File: config.mk
export PLATFORM = sky130hd
export DESIGN_NAME = dbg_emit_port
export DESIGN_NICKNAME = d
export VERILOG_FILES = /design/src/rtl/dbg_emit_pkg.sv /design/src/rtl/dbg_emit_decode.sv /design/src/rtl/dbg_emit_chan.sv /design/src/rtl/dbg_emit_halt.sv /design/src/rtl/dbg_emit_port.sv
export SDC_FILE = /design/constraint.sdc
export NUM_CORES = 1
export LEC_CHECK = 0
export BUFFER_PORTS_ARGS = -buffer_cell sky130_fd_sc_hd__buf_2
export CELL_PAD_IN_SITES_DETAIL_PLACEMENT = 0
export CELL_PAD_IN_SITES_GLOBAL_PLACEMENT = 1
export CORE_AREA = 2 2 98 100
export DETAILED_ROUTE_END_ITERATION = 8
export DIE_AREA = 0 0 100 102
export MAX_ROUTING_LAYER = met4
export PLACE_DENSITY_LB_ADDON = 0.25
export RECOVER_POWER = 50
export SLEW_MARGIN = 20
export SYNTH_ARGS = -nofsm -noshare
export SYNTH_HDL_FRONTEND = slang
export SYNTH_SLANG_ARGS = --single-unit
File: constraint.sdc
create_clock -name clk -period 1.8 [get_ports clk]
set_input_delay 0.27 -clock clk [delete_from_list [all_inputs] [get_ports clk]]
set_output_delay 0.27 -clock clk [all_outputs]
set_load 0.01 [all_outputs]
File: src/rtl/dbg_emit_pkg.sv
package dbg_emit_pkg;
   localparam int NUM_SLOTS = 4;
   localparam int SLOT_BITS = $clog2(NUM_SLOTS);
   localparam int WORD_BYTES = 4;
   localparam int BYTE_BITS = $clog2(WORD_BYTES);
   localparam int WIN_LSB = SLOT_BITS + BYTE_BITS;

   typedef enum logic [SLOT_BITS-1:0] {
      SLOT_SCREEN  = 2'd0,
      SLOT_TEXT    = 2'd1,
      SLOT_INTEGER = 2'd2,
      SLOT_HALT    = 2'd3
   } dbg_slot_e;
endpackage

File: src/rtl/dbg_emit_decode.sv
module dbg_emit_decode
   import dbg_emit_pkg::*;
#(
   parameter int ADDR_W = 32,
   parameter logic [ADDR_W-1:0] BASE_ADDR = '0
) (
   input  logic              io_sel,
   input  logic              req,
   input  logic              we,
   input  logic [ADDR_W-1:0] addr,
   output logic [NUM_SLOTS-1:0] slot_hit
);
   logic in_window;
   logic aligned;

   assign in_window = (addr[ADDR_W-1:WIN_LSB] == BASE_ADDR[ADDR_W-1:WIN_LSB]);
   assign aligned   = (addr[BYTE_BITS-1:0] == '0);

   always_comb begin
      slot_hit = '0;
      if (io_sel && req && we && in_window && aligned)
         slot_hit[addr[WIN_LSB-1:BYTE_BITS]] = 1'b1;
   end
endmodule

File: src/rtl/dbg_emit_chan.sv
module dbg_emit_chan #(
   parameter int W = 8,
   parameter bit HOLD_DATA = 1'b1
) (
   input  logic         clk,
   input  logic         rst_n,
   input  logic         load,
   input  logic [W-1:0] din,
   output logic         stb,
   output logic [W-1:0] dout
);
   always_ff @(posedge clk) begin
      if (!rst_n) stb <= 1'b0;
      else        stb <= load;
   end

   generate
      if (HOLD_DATA) begin : g_hold
         always_ff @(posedge clk) begin
            if (!rst_n)    dout <= '0;
            else if (load) dout <= din;
         end
      end else begin : g_pulse
         always_ff @(posedge clk) begin
            if (!rst_n) dout <= '0;
            else        dout <= load ? din : '0;
         end
      end
   endgenerate
endmodule

File: src/rtl/dbg_emit_halt.sv
module dbg_emit_halt (
   input  logic clk,
   input  logic rst_n,
   input  logic set,
   output logic halt
);
   always_ff @(posedge clk) begin
      if (!rst_n)   halt <= 1'b0;
      else if (set) halt <= 1'b1;
   end

   AST_HALT_STICKY: assert property (@(posedge clk) disable iff (!rst_n)
      halt |=> halt);
endmodule

File: src/rtl/dbg_emit_port.sv
module dbg_emit_port
   import dbg_emit_pkg::*;
#(
   parameter int ADDR_W = 32,
   parameter int DATA_W = 32,
   parameter int CHAR_W = 8,
   parameter logic [ADDR_W-1:0] BASE_ADDR = 32'h8000_0000,
   parameter bit HOLD_DATA = 1'b1
) (
   input  logic              clk,
   input  logic              rst_n,
   input  logic              io_sel,
   input  logic              bus_req,
   input  logic              bus_we,
   input  logic [ADDR_W-1:0] bus_addr,
   input  logic [DATA_W-1:0] bus_wdata,
   output logic [DATA_W-1:0] bus_rdata,
   output logic              scr_stb,
   output logic [CHAR_W-1:0] scr_char,
   output logic              txt_stb,
   output logic [CHAR_W-1:0] txt_char,
   output logic              int_stb,
   output logic [DATA_W-1:0] int_val,
   output logic              done
);
   if (CHAR_W > DATA_W) begin : g_bad_char
      $error("CHAR_W must not exceed DATA_W");
   end
   if (ADDR_W <= WIN_LSB) begin : g_bad_addr
      $error("ADDR_W too small for the slot window");
   end
   if (BASE_ADDR[WIN_LSB-1:0] != '0) begin : g_bad_base
      $error("BASE_ADDR must be aligned to the slot window");
   end

   logic [NUM_SLOTS-1:0] slot_hit;

   dbg_emit_decode #(.ADDR_W(ADDR_W), .BASE_ADDR(BASE_ADDR)) decode_i (
      .io_sel(io_sel), .req(bus_req), .we(bus_we), .addr(bus_addr),
      .slot_hit(slot_hit)
   );

   dbg_emit_chan #(.W(CHAR_W), .HOLD_DATA(HOLD_DATA)) scr_i (
      .clk(clk), .rst_n(rst_n), .load(slot_hit[SLOT_SCREEN]),
      .din(bus_wdata[CHAR_W-1:0]), .stb(scr_stb), .dout(scr_char)
   );

   dbg_emit_chan #(.W(CHAR_W), .HOLD_DATA(HOLD_DATA)) txt_i (
      .clk(clk), .rst_n(rst_n), .load(slot_hit[SLOT_TEXT]),
      .din(bus_wdata[CHAR_W-1:0]), .stb(txt_stb), .dout(txt_char)
   );

   dbg_emit_chan #(.W(DATA_W), .HOLD_DATA(HOLD_DATA)) int_i (
      .clk(clk), .rst_n(rst_n), .load(slot_hit[SLOT_INTEGER]),
      .din(bus_wdata), .stb(int_stb), .dout(int_val)
   );

   dbg_emit_halt halt_i (
      .clk(clk), .rst_n(rst_n), .set(slot_hit[SLOT_HALT]), .halt(done)
   );

   assign bus_rdata = '0;

   logic halt_write;
   assign halt_write = io_sel && bus_req && bus_we &&
                       (bus_addr == BASE_ADDR + ADDR_W'(12));

   AST_IO_ONLY: assert property (@(posedge clk) disable iff (!rst_n)
      !io_sel |=> !(scr_stb || txt_stb || int_stb));
   AST_SCR_BYTE: assert property (@(posedge clk) disable iff (!rst_n)
      scr_stb |-> scr_char == $past(bus_wdata[CHAR_W-1:0]));
   AST_TXT_BYTE: assert property (@(posedge clk) disable iff (!rst_n)
      txt_stb |-> txt_char == $past(bus_wdata[CHAR_W-1:0]));
   AST_INT_WORD: assert property (@(posedge clk) disable iff (!rst_n)
      int_stb |-> int_val == $past(bus_wdata));
   AST_HALT_SET: assert property (@(posedge clk) disable iff (!rst_n)
      halt_write |=> done && !(scr_stb || txt_stb || int_stb));
   AST_ONE_STROBE: assert property (@(posedge clk) disable iff (!rst_n)
      $onehot0({scr_stb, txt_stb, int_stb}));
   AST_RESET_CLEAR: assert property (@(posedge clk)
      !rst_n |=> !(scr_stb || txt_stb || int_stb || done));
endmodule

# --- After elaboration in Yosys (flattened, before gate mapping) ---
# Index checks and enable logic that the tools add are counted.
word_totals:
  reg_bits: 52
  output_inout_bits: 84
  elab_cells: 19
classes:
  n_lt_le_gt_ge: 2
  eq_ne: 1
  muxes: 3
  reduce_logical: 6
ops:
  columns: ["op", "count"]
  rows:
  - ["$eq 28x28->1 const B", 1]
  - ["$logic_and 1x1->1", 5]
  - ["$mux 4", 1]
  - ["$lt 2x3->1 const B", 1]
  - ["$demux 1 s2", 1]
  - ["$ge 2x1->1 const B", 1]
  - ["$logic_not 2->1", 1]
  - ["$mux 1", 1]

# --- Depth between registers and ports, before layout ---
# Gate-level depths: netlist (run 1).
depth:
  ltp_word: 5
  depth_mapped: 5
  ltp_nobuf: 4

# --- Modules after synthesis ---
# A second synthesis (run 1) with hierarchy kept.
hier_totals:
  hier_cells: 213
  hier_area_um2: 2363.5
modules_own_cells:
  columns: ["mod", "instances", "cells_per_inst", "area_each_um2", "seq_area_each_um2"]
  rows:
  - ["dbg_emit_chan at int_i", 1, 105, 1270.0, 660.6]
  - ["dbg_emit_chan at scr_i ...", 2, 27, 329.1, 180.2]
  - ["dbg_emit_port", 1, 33, 244.0, 0.0]
  - ["dbg_emit_decode", 1, 19, 163.9, 0.0]
  - ["dbg_emit_halt", 1, 2, 27.5, 20.0]

# --- Least setup slack after synthesis (run 1) ---
# OpenSTA, ideal clock, no wires.
synth_path:
  kind: "input -> register"
  start: "input port bus_addr[9]"
  end: "register int_i.dout[1]"
  setup_ns: 0.072
  arrival_time_ns: 1.620
  required_time_ns: 1.728
  path_slack_ns: 0.108
  stages: 5
  cell_sequence: "nor4_1 > nand4_1 > nor4_4 > buf_6 > mux2i_1"
synth_between:
  elab_chain_len: 4
synth_lines:
  columns: ["element", "line_no", "text"]
  rows:
  - ["from (decl)", "dbg_emit_port.sv:15", "input logic [ADDR_W-1:0] bus_addr,"]
  - ["$eq 28x28->1", "dbg_emit_decode.sv:16", "assign in_window = (addr[ADDR_W-1:WIN_LSB] == BASE_ADDR[ADDR_W-1:WIN_LSB]);"]
  - ["$logic_and 1x1->1 (2 in a row)", "dbg_emit_decode.sv:21", "if (io_sel && req && we && in_window && aligned)"]
  - ["$mux 4", "dbg_emit_decode.sv:21", null]
  - ["to (signal assigned)", "dbg_emit_chan.sv:21", "else if (load) dout <= din;"]
  - ["to (decl)", "dbg_emit_chan.sv:10", "output logic [W-1:0] dout"]
# No other way between the ends.
# A chain may end at the register's enable or synchronous reset.

# --- Worst setup path in the final report (run 1) ---
layout_path:
  start: "input port bus_addr[19]"
  end: "register int_i.dout[15]"
# The elaborated chain is that of the path after synthesis.

==> out/metrics.csv, run 1 <==
stage,metric,value,unit
run_status,outcome,"finished, final reports clean",
power,Power per Cell Area,687,mW/mm^2
cells_and_area,final instance area,0.00313,sq mm
drt,routed len/inst,11.8,um
placed_design,cell count after placement,478,
cells_and_area,"most common cell after layout, fill and taps aside",nand2_1,
sta,setup clock skew after layout,0,ns
sta,count of endpoints failing hold in the final timing report,0,
worst_setup_path,top fanout value on the critical path,15,
sta,final setup vio count,0,
worst_setup_path,required time at the worst-slack endpoint,2.02,ns
cells_and_area,number of filler instances in the final layout,980,
floorplanning,Placeable Area,0.00911,sq mm
floorplanning,row cnt,35,
synth,part of the Yosys area used for sequential elements,0.434,
synth,number of warnings issued by yosys,0,
synth,Gate Count Post-Synth,250,
sta,maximum clock frequency,651,MHz
clock_network,number of instances resized during post-cts repair,0,
drt,via count,1975,
worst_hold_path,capture endpoint of the worst hold path,int_i.dout[31]$_SDFFE_PN0P_,
clock_network,sinks on the clock net,52,
sta,shortest clock period the worst path allows after layout,1.54,ns
clock_network,CTS clock-pin slew for the worst setup and hold paths,0.10,ns
worst_setup_path,"Worst Path Class, Setup",primary input to register,
power,overall power of the completed layout,2.15,mW
floorplanning,IO Count,153,
placed_design,half-perimeter wire length of the detailed placement result,4310,um
cells_and_area,Final Instance Count excl. Fillers,486,
drt,final routed wirelength across all metal layers,5740,um
clock_network,buffer levels on the longest clock path,2,
cells_and_area,P&R area growth vs syn,30.5,%
sta,Post-Route Hold Slack,0.195,ns
sta,RSZ-0062 raised after global routing,false,
clock_network,cell chosen for the clock root,clkbuf_8,
drt,number of vias per cell,4.06,
grt,GRT Resource Usage Total,0.112,
power,relative contribution of sequential cells to total power,0.535,
floorplanning,die area,0.0102,sq mm
floorplanning,initial core utilization,0.263,
synth,post-synthesis average cell area,9.59,sq um
floorplanning,chip height,102,um
floorplanning,horizontal die dimension,100,um
worst_hold_path,cell depth of the worst hold path,3,
cells_and_area,antenna diode count,0,
cells_and_area,multi-input logic area,0.00117,sq mm
synth,count of distinct cell types in the synthesized netlist,22,
sta,share of the clock period used by the worst path after layout,0.854,
placed_design,GP Congestion,0.688,
sta,minimum setup slack in the final design,0.263,ns
worst_setup_path,endpoint kind of the worst setup timing path,register,
drt,remaining design rule violation count,0,
worst_setup_path,Worst R2R End,halt_i.halt$_SDFFE_PN0P_,
drt,antenna-violating nets left,0,
power,Sw Ratio,0.233,
power,Combinational Power Share,0.089,
clock_network,clk_lat worst skew,0.29,ns
clock_network,number of post-CTS setup repair buffers,0,
power,Switching Power,0.501,mW
worst_setup_path,origin of the critical flop-to-flop path,halt_i.halt$_SDFFE_PN0P_,
grt,pin count of the biggest net entering global routing,47,
worst_setup_path,FF-to-FF setup slack,1.18,ns
placed_design,IO buf count,120,
worst_hold_path,hold path start,bus_wdata[31],
cells_and_area,"commonest cells after routing, fill and taps aside","81 x nand2_1, 68 x buf_2, 52 x dfxtp_1, 52 x clkbuf_1, 48 x mux2i_1",
clock_network,# H-tree levels,2,
cells_and_area,Final Net Count,443,
placed_design,placed cell area,0.00308,sq mm
sta,number of max-slew violations in the final report,0,
power,Clock power frac,0.377,
synth,number of flip-flops and latches in the synthesized netlist,52,
cells_and_area,layout cell share with drive strength beyond 1,0.253,
sta,final sum of negative setup slack,0,ns
clock_network,clock tree from TritonCTS,yes,
grt,number of global-route vias before repair,1821,
clock_network,clock buffer count from CTS,5,
power,static leakage,1.26,nW
worst_setup_path,endpoint arrival time on the critical path,1.76,ns
cells_and_area,register area,0.00104,sq mm
worst_setup_path,Worst setup SP type,primary input,
drt,initial drt markers,22,
placed_design,pre-CTS WS,-0.102,ns
grt,overflow left after global routing,0,
power,internal portion of total power,1.65,mW
grt,wire length of the first global-routing pass,8850,um
power,worst voltage drop across the vdd grid,326,uV
drt,length of the first detailed-routing pass in iterations,4,
worst_hold_path,Hold Path Class,primary input to register,
synth,synthesized area,0.00240,sq mm
worst_setup_path,Worst R2R Path Depth,1,
grt,antenna violations before repair,0,
cells_and_area,Finished Core Util,0.344,
clock_network,hold-fix buffers at CTS,0,
job,total of max-cap violations,0,
-- routing by layer --
layer	up-vias	wire [um]	track usage
met1	884	2450	0.128
met4	0	30	0.0221
met2	80	2740	0.193
met5	-	0	-
met3	5	508	0.0369
li1	1006	-	-
-- registers in the layout, indices dropped and copies added, names as in the netlist --
name	count
int_i.dout	32
scr_i.dout	8
txt_i.dout	8
halt_i.halt	1
int_i.stb	1
scr_i.stb	1
txt_i.stb	1
-- Yosys cell counts --
library cell / instances / area (sq um)
nor4_4: 3 / 63.8
mux2i_1: 48 / 480
and4b_1: 2 / 20.0
nand2b_1: 2 / 12.5
nor4bb_1: 1 / 10.0
buf_2: 1 / 5.00
nor4b_2: 1 / 15.0
conb_1: 1 / 3.75
nor3_1: 1 / 5.00
clkbuf_1: 9 / 33.8
nor4b_1: 1 / 8.76
dfxtp_1: 52 / 1040
nor4_1: 3 / 18.8
nand4_4: 1 / 21.3
a22o_1: 1 / 8.76
nor4b_4: 2 / 47.6
buf_4: 32 / 240
nor2_1: 3 / 11.3
and3_1: 1 / 6.26
buf_6: 3 / 33.8
nand2_1: 81 / 304
nand4_1: 1 / 6.26
-- worst max-delay path: stages --
cell	delay, ns
buf_2	0.11
nor4b_4	0.31
nand4_4	0.16
nor4_4	0.46
buf_12	0.23
mux2i_1	0.20
-- how the worst max path moves through the flow --
stage | startpoint | to | slack, ns | cells after the start
2_1_floorplan | bus_addr[9] | int_i.dout[1]$_SDFFE_PN0P_ | 0.11 | 5
3_3_place_gp | bus_addr[19] | int_i.dout[23]$_SDFFE_PN0P_ | -0.02 | 6
3_5_place_dp | bus_addr[19] | int_i.dout[21]$_SDFFE_PN0P_ | -0.10 | 6
4_1_cts | bus_addr[19] | int_i.dout[21]$_SDFFE_PN0P_ | 0.22 | 6
5_1_grt | bus_addr[9] | int_i.dout[9]$_SDFFE_PN0P_ | 0.14 | 6
6_report | bus_addr[19] | int_i.dout[15]$_SDFFE_PN0P_ | 0.26 | 6
-- power groups by stage --
stage	clock (mW)	combinational [mW]	sequential [mW]
after global routing	0.892	0.214	1.15
after floorplan	0	0.141	1.18
after detailed placement	0	0.191	1.18
after global placement	0	0.190	1.18
after CTS	0.848	0.192	1.15
final	0.810	0.190	1.15
-- cells by family (layout without fill, tap and decap cells) --
logic type / after synthesis / count (layout) / synth area share
buffers and inverters: 45 / 139 / 0.130
muxes: 48 / 48 / 0.200
AOI/OAI and AO/OA: 1 / 1 / 0.00365
and+or+nand+nor: 103 / 103 / 0.230
other: 1 / 32 / 0.00156
DFF: 52 / 52 / 0.434
-- layout make-up --
cell class              count  area share
clock buffers               5      0.0220
clock inverters             3      0.0148
multi-input cells         184       0.373
flip-flops and latches     52       0.333
well taps                 111      0.0444
repair buffers            131       0.214
(Power assumes the default switching activity.)
==> inputs of run 2 (changes only) <==
--- a/config.mk
+++ b/config.mk
@@ -8,9 +8,9 @@
 export BUFFER_PORTS_ARGS = -buffer_cell sky130_fd_sc_hd__buf_2
 export CELL_PAD_IN_SITES_DETAIL_PLACEMENT = 0
 export CELL_PAD_IN_SITES_GLOBAL_PLACEMENT = 1
-export CORE_AREA = 2 2 98 100
+export CORE_AREA = 8 8 104 106
 export DETAILED_ROUTE_END_ITERATION = 8
-export DIE_AREA = 0 0 100 102
+export DIE_AREA = 0 0 112 114
 export MAX_ROUTING_LAYER = met4
 export PLACE_DENSITY_LB_ADDON = 0.25
 export RECOVER_POWER = 50
==> out/metrics.csv, run 2 (synthesized netlist as in run 1, its figures left out) <==
stage,metric,value,unit,change
floorplanning,row cnt,35,,unchanged
drt,via count,1930,,-2.3%
run_status,outcome,"finished, final reports clean",,
grt,overflow left after global routing,0,,unchanged
placed_design,IO buf count,120,,unchanged
drt,routed len/inst,13.5,um,+14%
drt,final routed wirelength across all metal layers,6510,um,+14%
power,relative contribution of sequential cells to total power,0.539,,+0.004
floorplanning,die area,0.0128,sq mm,+25%
drt,remaining design rule violation count,0,,unchanged
job,total of max-cap violations,0,,unchanged
sta,maximum clock frequency,637,MHz,-2.0%
worst_hold_path,Hold Path Class,primary input to register,,
sta,Post-Route Hold Slack,0.209,ns,+0.0137 ns
cells_and_area,register bank with the most flops,int_i.dout,,
clock_network,clock tree from TritonCTS,yes,,
sta,number of max-slew violations in the final report,0,,unchanged
power,Power per Cell Area,691,mW/mm^2,+0.57%
clock_network,hold-fix buffers at CTS,0,,unchanged
cells_and_area,"commonest cells after routing, fill and taps aside","81 x nand2_1, 68 x buf_2, 52 x dfxtp_1, 52 x clkbuf_1, 48 x mux2i_1",,
floorplanning,initial core utilization,0.263,,unchanged
sta,RSZ-0062 raised after global routing,false,,
worst_setup_path,endpoint arrival time on the critical path,1.79,ns,+0.03 ns
cells_and_area,Top Registers,"int_i.dout x32, scr_i.dout x8, txt_i.dout x8",,
clock_network,number of instances resized during post-cts repair,0,,unchanged
drt,number of vias per cell,4.00,,-1.5%
clock_network,sinks on the clock net,52,,unchanged
cells_and_area,layout cell share with drive strength beyond 1,0.245,,-0.00805
worst_setup_path,Worst setup SP type,primary input,,
clock_network,number of post-CTS setup repair buffers,0,,unchanged
sta,shortest clock period the worst path allows after layout,1.57,ns,+0.0321 ns
cells_and_area,P&R area growth vs syn,28.6,%,
sta,share of the clock period used by the worst path after layout,0.872,,+0.0179
sta,Max transition margin,0.635,,
placed_design,half-perimeter wire length of the detailed placement result,5160,um,+20%
grt,wire length of the first global-routing pass,10100,um,+14%
cells_and_area,antenna diode count,0,,unchanged
drt,antenna-violating nets left,0,,unchanged
power,worst voltage drop across the vdd grid,331,uV,+1.7%
floorplanning,Placeable Area,0.00911,sq mm,unchanged
power,static leakage,1.24,nW,-1.6%
drt,length of the first detailed-routing pass in iterations,4,,unchanged
floorplanning,horizontal die dimension,112,um,+12%
clock_network,buffer levels on the longest clock path,2,,unchanged
cells_and_area,Final Instance Count excl. Fillers,482,,-0.82%
clock_network,clk_lat worst skew,0.29,ns,about the same
grt,GRT Resource Usage Total,0.100,,-0.0119
grt,pin count of the biggest net entering global routing,32,,-32%
drt,initial drt markers,71,,+220%
power,internal portion of total power,1.64,mW,-0.45%
power,Switching Power,0.489,mW,-2.4%
sta,transition at the pin with the smallest max-transition slack,0.547,ns,
clock_network,# H-tree levels,2,,unchanged
clock_network,cell chosen for the clock root,clkbuf_8,,
clock_network,CTS clock-pin slew for the worst setup and hold paths,0.09,ns,about the same
sta,setup clock skew after layout,0,ns,unchanged
clock_network,clock buffer count from CTS,5,,unchanged
power,Combinational Power Share,0.090,,about the same
cells_and_area,number of flip-flops in the largest register,32,,unchanged
cells_and_area,"most common cell after layout, fill and taps aside",nand2_1,,
floorplanning,chip height,114,um,+12%
placed_design,cell count after placement,474,,-0.84%
sta,count of endpoints failing hold in the final timing report,0,,unchanged
power,Clock power frac,0.370,,-0.007
cells_and_area,Final Net Count,439,,-0.90%
worst_setup_path,top fanout value on the critical path,16,,+1
grt,number of global-route vias before repair,1995,,+9.6%
placed_design,GP Congestion,0.657,,-4.5%
worst_setup_path,required time at the worst-slack endpoint,2.02,ns,about the same
worst_setup_path,"Worst Path Class, Setup",primary input to register,,
power,Sw Ratio,0.230,,-0.00360
grt,antenna violations before repair,0,,unchanged
sta,final sum of negative setup slack,0,ns,unchanged
floorplanning,IO Count,153,,unchanged
worst_setup_path,endpoint kind of the worst setup timing path,register,,
sta,final setup vio count,0,,unchanged
==> run 2: cell types whose count changed in the layout (fill, tap and decap cells not counted), sizes merged <==
| cell | before | now |
|---|---|---|
| buf | 79 | 75 |
| clkinv | 0 | 1 |
| inv | 1 | 0 |
==> run 2: path summary, 6_finish.rpt <==
check,slack (ns),startpoint,cells after the start,endpoint
min,0.21,bus_wdata[20],3,int_i.dout[20]$_SDFFE_PN0P_
min reg2reg,0.46,int_i.dout[20]$_SDFFE_PN0P_,2,int_i.dout[20]$_SDFFE_PN0P_
max,0.23,bus_addr[12],6,int_i.dout[16]$_SDFFE_PN0P_
max reg2reg,1.17,halt_i.halt$_SDFFE_PN0P_,1,halt_i.halt$_SDFFE_PN0P_
==> run 2: layout make-up <==
cell class                 count  area [sq um]
tap                          111           139
multi-input combinational    184          1170
clock inverter                 3          42.5
clock buffer                   5          68.8
sequential                    52          1040
fill                         984          6030
timing repair buffer         127           626
==> run 2: critical path, stage by stage <==
cell,delay (ns)
buf_2,0.11
nor4_4,0.31
nand4_4,0.20
nor4_4,0.32
buf_4,0.35
mux2i_1,0.22
==> run 2: through the flow <==
step	total power, mW	util	area [sq um]	worst slack (ns)
3_3_place_gp	1.37	0.333	3040	-0.0557
3_5_place_dp	1.37	0.333	3040	-0.121
2_1_floorplan	1.32	-	2510	0.108
5_1_grt	2.24	0.338	3080	0.130
4_1_cts	2.17	0.346	3150	0.214
6_report	2.13	0.338	3080	0.231
==> run 2: power groups by stage <==
stage / Sequential [mW] / Combinational (mW) / Clock [mW]
final: 1.15 / 0.192 / 0.789
after global routing: 1.15 / 0.214 / 0.876
after detailed placement: 1.18 / 0.191 / 0
after CTS: 1.15 / 0.191 / 0.829
after global placement: 1.18 / 0.190 / 0
after floorplan: 1.18 / 0.141 / 0
==> run 2: routing by layer <==
layer  track usage  up-vias  wire, um
li1              -      998         -
met1         0.115      851      2790
met2         0.163       79      3110
met3        0.0396        2       585
met4        0.0216        0        24
met5             -        -         0
==> inputs of run 3 (changes only) <==
--- a/config.mk
+++ b/config.mk
@@ -6,15 +6,18 @@
 export NUM_CORES = 1
 export LEC_CHECK = 0
 export BUFFER_PORTS_ARGS = -buffer_cell sky130_fd_sc_hd__buf_2
+export CAP_MARGIN = 25
 export CELL_PAD_IN_SITES_DETAIL_PLACEMENT = 0
 export CELL_PAD_IN_SITES_GLOBAL_PLACEMENT = 1
-export CORE_AREA = 8 8 104 106
+export CORE_AREA = 8 8 103 105
 export DETAILED_ROUTE_END_ITERATION = 8
-export DIE_AREA = 0 0 112 114
+export DIE_AREA = 0 0 111 113
 export MAX_ROUTING_LAYER = met4
 export PLACE_DENSITY_LB_ADDON = 0.25
 export RECOVER_POWER = 50
 export SLEW_MARGIN = 20
 export SYNTH_ARGS = -nofsm -noshare
 export SYNTH_HDL_FRONTEND = slang
+export SYNTH_HIERARCHICAL = 1
 export SYNTH_SLANG_ARGS = --single-unit
+export TNS_END_PERCENT = 5
==> out/metrics.csv, run 3 <==
stage,metric,value,unit,change
worst_setup_path,"Max stage delay cell, worst path",nor4b_1,,
synth,number of flip-flops and latches in the synthesized netlist,52,,unchanged
sta,Post-Route Hold Slack,0.221,ns,+0.0120 ns
grt,pin count of the biggest net entering global routing,39,,+22%
sta,setup clock skew after layout,0,ns,unchanged
synth,Compound-Gate Fraction of Synth Area,0.00318,,-0.000477
synth,portion of netlist area occupied by mux cells,0.203,,+0.00286
drt,initial drt markers,56,,-21%
synth,top post-synthesis cells by count,"52 x dfxtp_1, 48 x mux2i_1, 48 x nor2b_1",,
floorplanning,die area,0.0125,sq mm,-1.8%
synth,post-synthesis average cell area,11.1,sq um,+16%
power,overall power of the completed layout,2.13,mW,about the same
worst_setup_path,"Worst Path Class, Setup",primary input to register,,
power,Clock power frac,0.384,,+0.014
synth,ranking of synthesized cells by area,"dfxtp_1 44%, mux2i_1 20%, nor2b_1 13%",,
clock_network,number of post-CTS setup repair buffers,0,,unchanged
clock_network,hold-fix buffers at CTS,0,,unchanged
clock_network,sinks on the clock net,52,,unchanged
worst_setup_path,top fanout value on the critical path,13,,-3
synth,count of distinct cell types in the synthesized netlist,22,,unchanged
clock_network,number of instances resized during post-cts repair,0,,unchanged
floorplanning,IO Count,153,,unchanged
placed_design,half-perimeter wire length of the detailed placement result,4880,um,-5.5%
clock_network,cell chosen for the clock root,clkbuf_8,,
clock_network,CTS clock-pin slew for the worst setup and hold paths,0.10,ns,about the same
grt,GRT Resource Usage Total,0.0955,,-0.00478
sta,final sum of negative setup slack,0,ns,unchanged
synth,part of the Yosys area used for sequential elements,0.440,,+0.00621
clock_network,clock buffer count from CTS,5,,unchanged
cells_and_area,antenna diode count,0,,unchanged
floorplanning,horizontal die dimension,111,um,-0.89%
drt,antenna-violating nets left,0,,unchanged
synth,area share of the largest cell type after synthesis,0.440,,+0.00621
synth,Gate Count Post-Synth,213,,-15%
drt,length of the first detailed-routing pass in iterations,4,,unchanged
power,Power per Cell Area,693,mW/mm^2,+0.33%
worst_setup_path,Worst setup SP type,primary input,,
power,worst voltage drop across the vdd grid,439,uV,+32%
drt,number of vias per cell,3.90,,-2.5%
placed_design,IO buf count,120,,unchanged
worst_setup_path,cell-by-cell listing of the critical path,buf_2 > nor4b_1 > nand4_1 > nor4_2 > buf_4 > buf_12 > mux2i_1 > nor2b_1,,
floorplanning,Placeable Area,0.00898,sq mm,-1.4%
worst_hold_path,cell depth of the worst hold path,3,,unchanged
synth,main combinational cell family by area after synthesis,simple AND/OR/NAND/NOR gates,,
synth,"post-synthesis share of cell area spent on full adders, half adders and majority gates",0,,unchanged
synth,"area leader, netlist",dfxtp_1,,
synth,synthesized area,0.00236,sq mm,-1.4%
grt,overflow left after global routing,0,,unchanged
run_status,outcome,"finished, final reports clean",,
drt,remaining design rule violation count,0,,unchanged
floorplanning,row cnt,35,,unchanged
floorplanning,initial core utilization,0.263,,about the same
sta,share of the clock period used by the worst path after layout,0.894,,+0.0222
cells_and_area,layout cell share with drive strength beyond 1,0.285,,+0.0396
worst_setup_path,Worst R2R Path Depth,2,,+1
power,Sw Ratio,0.226,,-0.00378
placed_design,cell count after placement,447,,-5.7%
cells_and_area,register bank with the most flops,int_i/dout,,
cells_and_area,number of flip-flops in the largest register,32,,unchanged
cells_and_area,Top Registers,"int_i/dout x32, scr_i/dout x8, txt_i/dout x8",,
grt,wire length of the first global-routing pass,9810,um,-2.7%
sta,final setup vio count,0,,unchanged
clock_network,clk_lat worst skew,0.29,ns,about the same
cells_and_area,"commonest cells after routing, fill and taps aside","68 x buf_2, 52 x dfxtp_1, 52 x clkbuf_1, 48 x mux2i_1, 48 x nor2b_1",,
clock_network,clock tree from TritonCTS,yes,,
synth,count of flip-flops with a built-in enable after synthesis,0,,unchanged
synth,number of warnings issued by yosys,6,,+6
grt,antenna violations before repair,0,,unchanged
clock_network,# H-tree levels,2,,unchanged
synth,cell with the most instances after synthesis,dfxtp_1,,
worst_setup_path,FF-to-FF setup slack,1.18,ns,about the same
sta,maximum clock frequency,621,MHz,-2.5%
clock_network,buffer levels on the longest clock path,2,,unchanged
drt,via count,1776,,-8.0%
cells_and_area,Final Net Count,412,,-6.2%
sta,shortest clock period the worst path allows after layout,1.61,ns,+0.0399 ns
synth,most used flip-flop cell after synthesis,dfxtp_1,,
drt,routed len/inst,13.3,um,-1.4%
worst_setup_path,required time at the worst-slack endpoint,2.00,ns,-0.02 ns
cells_and_area,P&R area growth vs syn,30.0,%,
floorplanning,chip height,113,um,-0.88%
cells_and_area,Final Instance Count excl. Fillers,455,,-5.6%
sta,count of endpoints failing hold in the final timing report,0,,unchanged
sta,number of max-slew violations in the final report,0,,unchanged
power,Switching Power,0.481,mW,-1.7%
worst_setup_path,endpoint arrival time on the critical path,1.81,ns,+0.02 ns
worst_hold_path,Hold Path Class,primary input to register,,
synth,simple logic cell fraction of the synthesized area,0.205,,-0.0242
worst_setup_path,endpoint kind of the worst setup timing path,register,,
synth,XOR/XNOR share of the synthesized area,0,,unchanged
worst_setup_path,critical path's largest stage delay,0.33,ns,-0.02 ns
power,internal portion of total power,1.65,mW,+0.45%
cells_and_area,"most common cell after layout, fill and taps aside",buf_2,,
power,Combinational Power Share,0.076,,-0.014
synth,async set or reset register ratio after synthesis,0,,unchanged
power,relative contribution of sequential cells to total power,0.540,,about the same
job,total of max-cap violations,0,,unchanged
cells_and_area,number of filler instances in the final layout,957,,-2.7%
power,static leakage,1.13,nW,-8.6%
drt,final routed wirelength across all metal layers,6060,um,-6.9%
sta,RSZ-0062 raised after global routing,false,,
grt,number of global-route vias before repair,1898,,-4.9%
placed_design,GP Congestion,0.684,,+4.1%
-- run 3: changes by cell type after synthesis, sizes merged --
cell and delta:
and4b -2, nor4 +1, a22o -1, nor2b +48
and2 +3, and3 -1, or3b +1, buf +2
o21a +1, nand2 -80, nor4bb -1, nor2 -1
nor3 -1, clkbuf -6
-- run 3: layout make-up --
type                    instances  area [sq um]  share of cell area
clock buffers                   5          68.8              0.0224
clock inverters                 3          46.3              0.0151
multi-input cells             151          1110               0.360
flip-flops and latches         52          1040               0.339
repair buffers                133           671               0.218
well taps                     111           139              0.0452
-- run 3: layer usage --
layer | vias up | share of wire | track usage
met4 | 0 | 0.0036 | 0.0162
met3 | 2 | 0.081 | 0.0386
met5 | - | 0 | -
li1 | 909 | - | -
met2 | 76 | 0.46 | 0.149
met1 | 789 | 0.45 | 0.115
-- run 3: worst paths after layout --
| path | from | endpoint |
|---|---|---|
| setup reg to reg | int_i/dout[12]$_SDFFE_PN0P_ | int_i/dout[12]$_SDFFE_PN0P_ |
| hold reg to reg | halt_i/halt$_SDFFE_PN0P_ | halt_i/halt$_SDFFE_PN0P_ |
| hold / removal | bus_wdata[8] | int_i/dout[8]$_SDFFE_PN0P_ |
| setup / recovery | bus_addr[16] | int_i/dout[28]$_SDFFE_PN0P_ |
-- run 3: critical path: cells and delay by family --
family | cells | cell delay (ns)
AND/OR/NAND/NOR | 4 | 0.84
buffers and inverters | 3 | 0.49
multiplexers | 1 | 0.20
-- run 3: power groups by stage --
| stage | clock (mW) | sequential, mW | combinational [mW] |
|---|---|---|---|
| after CTS | 0.854 | 1.15 | 0.162 |
| after detailed placement | 0 | 1.18 | 0.161 |
| final | 0.818 | 1.15 | 0.162 |
| after global placement | 0 | 1.18 | 0.161 |
| after floorplan | 0 | 1.18 | 0.113 |
| after global routing | 0.895 | 1.15 | 0.180 |
-- run 3: logic make-up (layout without fill, tap and decap cells) --
logic type / after synthesis / count (layout)
flops: 52 / 52
compound gates: 1 / 1
mux: 48 / 48
simple gates: 70 / 70
other cells: 1 / 32
buf+inv: 41 / 141
-- run 3: per-stage QoR --
stage	cell area [sq um]	utilization	setup WS, ns
detailed placement	3020	0.337	-0.202
floorplan	2480	-	0.0754
global placement	3020	0.337	-0.173
CTS	3140	0.349	0.133
global route	3070	0.342	0.0253
finish	3070	0.342	0.191
